==> config.mk <==
export PLATFORM = sky130hd
export DESIGN_NAME = rx_task_seq
export DESIGN_NICKNAME = d
export VERILOG_FILES = /design/src/rtl/rx_task_seq.sv
export SDC_FILE = /design/constraint.sdc
export NUM_CORES = 1
export LEC_CHECK = 0
export BUFFER_PORTS_ARGS = -buffer_cell sky130_fd_sc_hd__buf_2
export CORE_ASPECT_RATIO = 0.8
export CORE_MARGIN = 10
export CORE_UTILIZATION = 59
export CTS_BUF_LIST = sky130_fd_sc_hd__clkbuf_4 sky130_fd_sc_hd__clkbuf_8
export DETAILED_ROUTE_END_ITERATION = 16
export PLACE_DENSITY = 0.87
export SLEW_MARGIN = 5
export SYNTH_ARGS = -nofsm -noshare
export SYNTH_HDL_FRONTEND = slang
export SYNTH_SLANG_ARGS = --single-unit
==> constraint.sdc <==
create_clock -name clk -period 3.6 [get_ports clk]
set_input_delay 0.72 -clock clk [delete_from_list [all_inputs] [get_ports clk]]
set_output_delay 0.72 -clock clk [all_outputs]
set_load 0.05 [all_outputs]
==> src/rtl/rx_task_seq.sv <==
module rx_task_seq (
  input  logic        clk,
  input  logic        rst_n,
  input  logic        cmd_wr,
  input  logic [2:0]  cmd_code,
  input  logic        stat_rd,
  output logic        st_bfree,
  output logic        st_irq,
  output logic        st_err,
  output logic        st_mobile,
  input  logic        hb_wr,
  input  logic [1:0]  hb_idx,
  input  logic [7:0]  hb_wdata,
  output logic [7:0]  hb_rdata,
  input  logic        rx_vld,
  input  logic        rx_bit,
  input  logic        sync_hit,
  input  logic        sync_mob,
  output logic        sync_srch,
  output logic        pat_ld,
  output logic [15:0] pat,
  output logic [23:0] fh_word,
  input  logic        fh_bad,
  input  logic [15:0] fh_fix,
  output logic        crc_init
);
  localparam logic [2:0] T_NULL = 3'd0, T_SFH = 3'd1, T_R3H = 3'd2, T_SFS = 3'd3,
                         T_RSB = 3'd4, T_LOAD = 3'd5, T_RST = 3'd7;

  typedef enum logic [2:0] {S_IDLE, S_HUNT, S_COL, S_CHK, S_LOAD} st_t;
  st_t st;
  logic [2:0]  tsk;
  logic [4:0]  cnt;
  logic [23:0] sh;
  logic [7:0]  b0, b1, b2;
  logic        last_bit;

  assign sync_srch = (st == S_HUNT);
  assign fh_word   = sh;
  assign last_bit  = (cnt == ((tsk == T_RSB) ? 5'd7 : 5'd23));

  always_comb begin
    case (hb_idx)
      2'd0:    hb_rdata = b0;
      2'd1:    hb_rdata = b1;
      2'd2:    hb_rdata = b2;
      default: hb_rdata = 8'h00;
    endcase
  end

  always_ff @(posedge clk) begin
    if (!rst_n) begin
      st <= S_IDLE; tsk <= T_NULL; cnt <= '0; sh <= '0;
      b0 <= '0; b1 <= '0; b2 <= '0;
      st_bfree <= 1'b1; st_irq <= 1'b0; st_err <= 1'b0; st_mobile <= 1'b0;
      pat <= '0; pat_ld <= 1'b0; crc_init <= 1'b0;
    end else begin
      pat_ld   <= 1'b0;
      crc_init <= 1'b0;
      if (stat_rd) st_irq <= 1'b0;
      if (hb_wr) begin
        case (hb_idx)
          2'd0: b0 <= hb_wdata;
          2'd1: b1 <= hb_wdata;
          2'd2: b2 <= hb_wdata;
          default: ;
        endcase
      end
      if (cmd_wr) begin
        tsk <= cmd_code;
        cnt <= '0;
        case (cmd_code)
          T_SFH, T_SFS: begin st <= S_HUNT; st_bfree <= 1'b0; st_err <= 1'b0; end
          T_R3H, T_RSB: begin st <= S_COL;  st_bfree <= 1'b0; st_err <= 1'b0; end
          T_LOAD:       begin st <= S_LOAD; st_bfree <= 1'b0; st_err <= 1'b0; end
          T_RST:        begin st <= S_IDLE; st_bfree <= 1'b1; st_err <= 1'b0; end
          default:      begin st <= S_IDLE; st_bfree <= 1'b1; st_irq <= 1'b1; end
        endcase
      end else begin
        case (st)
          S_HUNT: if (sync_hit) begin
            st_mobile <= sync_mob;
            cnt <= '0;
            if (tsk == T_SFS) begin
              st <= S_IDLE; st_bfree <= 1'b1; st_irq <= 1'b1; crc_init <= 1'b1;
            end else st <= S_COL;
          end
          S_COL: if (rx_vld) begin
            sh  <= {sh[22:0], rx_bit};
            cnt <= cnt + 5'd1;
            if (last_bit) begin
              if (tsk == T_RSB) begin
                b0 <= {sh[6:0], rx_bit};
                st <= S_IDLE; st_bfree <= 1'b1; st_irq <= 1'b1; crc_init <= 1'b1;
              end else st <= S_CHK;
            end
          end
          S_CHK: begin
            st_err <= fh_bad;
            if (tsk == T_SFH) begin
              b0 <= fh_fix[15:8];
              b1 <= fh_fix[7:0];
            end else begin
              b0 <= sh[23:16];
              b1 <= sh[15:8];
              b2 <= sh[7:0];
            end
            st <= S_IDLE; st_bfree <= 1'b1; st_irq <= 1'b1; crc_init <= 1'b1;
          end
          S_LOAD: begin
            pat <= {b0, b1};
            pat_ld <= 1'b1;
            st <= S_IDLE; st_bfree <= 1'b1; st_irq <= 1'b1; crc_init <= 1'b1;
          end
          default: ;
        endcase
      end
    end
  end
endmodule


==> reports/qor.txt <==
Sw Share - 26.7%
Mapped Cells - 459
filler cell count - 554
Period minus WS final - 2.51 ns
CP max stage delay - 0.32 ns
Clock Power Share - 36.8%
Comb pwr share - 10.8%
Crit. End Element - primary output
Critical Path AT - 1.79 ns
post-synthesis sequential area ratio - 42.9%
FF-to-FF setup slack - 1.34 ns
Reg power frac - 52.4%
Net Count, Synth - 499
Pwr Density - 403 nW/um2
share of cells above drive strength 1 - 22.4%
Int Pwr - 1.31 mW
CP max stage cell - buf_2
Tot Pwr - 1.79 mW
vias in the first global route - 3,511
WP data required - 2.88 ns
crit-path most repeated cell - buf_2
synthesized area per cell - 8.24 um2
crit path buf inv count - 3
number of synthesized flops with an enable pin - 0
commonest non-fill, non-tap cell in the layout - nand2_1
post-route ant nets - 0
fraction of registers with async set/reset - 0%
Achievable Freq - 398 MHz
Seq. cell area - 1620 um2
CTS sink cnt - 81
die area - 10,000 um2
#FFs+latches synth - 81
Worst Tran Pin Value - 0.819 ns
DR vias/cell - 5.93
synth-to-layout area growth - 17.3%
CTS buffer count - 9
kind of critical path - input pin to primary output
Final setup viols - 0
post-synth cell types - 50
post-place setup slack - 1.04 ns
CTS Buffer Depth - 2
CTS tree - built
critical path, cell by cell - buf_2 -> nor2b_1 -> buf_4 -> nand2_1 -> o21ai_0 -> buf_2
min-delay worst type - flip-flop to flip-flop
DRT Pass-1 Iters - 7
# diodes - 0
critical path startpoint category - input pin
multi-input logic area - 1980 um2
CP delay by family, top - buffers and inverters
Pins Over Slew Limit - 0
Hold Buf Count CTS - 0
Pleak - 1.81 nW
first-pass GRT wire length - 17,600 um
VDD IR max - 0.276 mV
RSZ-0062 raised after global routing - false
period utilisation layout - 69.8%
initial antenna violation count - 0
DR iter-0 viols - 443
peak fanout along the critical path - 17
outcome - finished clean
GP Congestion - 0.935
routed length per placed instance - 17.4 um
Final Util - 70.3%
core box area - 6310 um2
Initial Util - 59.9%
routed wire length - 10,900 um
H-tree levels - 3
ys flop type - dfxtp_1
synthesized area - 3780 um2
maximum number of pins on one net before global-route repair - 65
Max-slew headroom - 45.4%
total grt overflow - 0
final clock skew - 0.00810 ns
via count - 3,700
# IOs - 94
Final nets - 575
Ys Warns - 0
PortBufs - 93
# DRC - 0
setup bufs post-CTS - 0
Die W - 110 um
num rows - 26
Worst-Skew Late Latency - 0.36 ns
post-cts resize count - 0
most frequent cells in the layout - nand2_1, buf_2, dfxtp_1, a21oi_1, mux2i_1
clk slew on worst S/H paths - 0.08 ns
die span in y - 91.6 um
dpl hpwl - 8030 um
final setup TNS - 0 ns
max_cap viols - 0
GR Util All Layers - 21.4%
root buf cell - clkbuf_8
# placed instances - 608
final worst slack - 1.09 ns
fin cells - 624
Final Hold Fails - 0
switching power - 0.478 mW
-- state kept, by name, summed over array words and instances (netlist names) --
| register | cells |
|---|---|
| fh_word | 24 |
| pat | 16 |
| b0 | 8 |
| b1 | 8 |
| b2 | 8 |
| cnt | 5 |
| st | 3 |
| tsk | 3 |
| crc_init | 1 |
| pat_ld | 1 |
| st_bfree | 1 |
| st_err | 1 |
| st_irq | 1 |
| st_mobile | 1 |
-- cell type report --
type / count / share of cell area, %
Sequential cell: 81 / 36.6
Clock buffer: 13 / 4.03
Tap cell: 84 / 2.37
Clock inverter: 3 / 0.480
Timing Repair Buffer: 98 / 11.3
Inverter: 6 / 0.508
Multi-Input combinational cell: 339 / 44.7
-- per-stage QoR --
stage / hold slack, ns / instance area, um2
floorplan: 0.444 / 3780
global placement: 0.440 / 4240
detailed placement: 0.444 / 4240
CTS: 0.456 / 4440
global route: 0.476 / 4440
finish: 0.454 / 4440
-- power groups by stage --
stage	Combinational, mW	Sequential, mW	Clock [mW]
2_1_floorplan	0.129	0.958	0
3_3_place_gp	0.187	0.956	0
3_5_place_dp	0.190	0.958	0
4_1_cts	0.191	0.936	0.660
5_1_grt	0.209	0.940	0.699
6_report	0.193	0.937	0.658
-- per-layer routing --
layer  global-route usage (%)  share of wire [%]  vias up
met2                     30.6                 43      191
met4                     5.95                1.7        0
met1                     29.2                 45     1719
met3                     8.53                 11       24
li1                         -                  -     1766
met5                        0                  0        -
-- path summary, 6_finish.rpt --
path	to	depth (start not counted)	start
min reg2reg	pat[3]	2	pat[3]
min	pat[3]	2	pat[3]
max reg2reg	fh_word[19]	4	st[1]
max	hb_rdata[5]	6	hb_idx[0]
-- Yosys cell counts (3+ instances only) --
cell type	number	share of area [%]
a21oi_1	48	6.4
nand3_1	11	1.5
buf_2	7	0.93
nor2b_1	9	1.5
nor3b_1	5	0.99
a211oi_1	19	3.8
o21ai_0	12	1.6
buf_4	3	0.60
xnor2_1	3	0.69
nor2_1	20	2.0
nand3b_1	3	0.60
a311oi_1	8	1.9
mux2i_1	37	9.8
nand2_1	120	12
inv_1	6	0.60
buf_1	3	0.30
o221ai_1	9	2.1
clkbuf_1	17	1.7
dfxtp_1	81	43
-- worst reg2reg max path, stage by stage (launching register included) --
cell and delay [ns]:
dfxtp_1 0.63, or4b_1 0.63, or2_1 0.57, nand2_1 0.20
a21oi_1 0.09
-- cells by family (layout without fill, tap and decap cells) --
kind of cell	Yosys count	in the layout	share of synthesized area [%]
DFF	81	81	42.9
AOI/OAI and AO/OA	108	108	18.5
and+or+nand+nor	189	189	22.7
muxes	37	37	9.79
buffers and inverters	39	120	4.83
adders and majority gates	1	1	0.331
xor gates and xnor gates	4	4	0.926
Note: power is estimated with default switching activity, not from simulation.
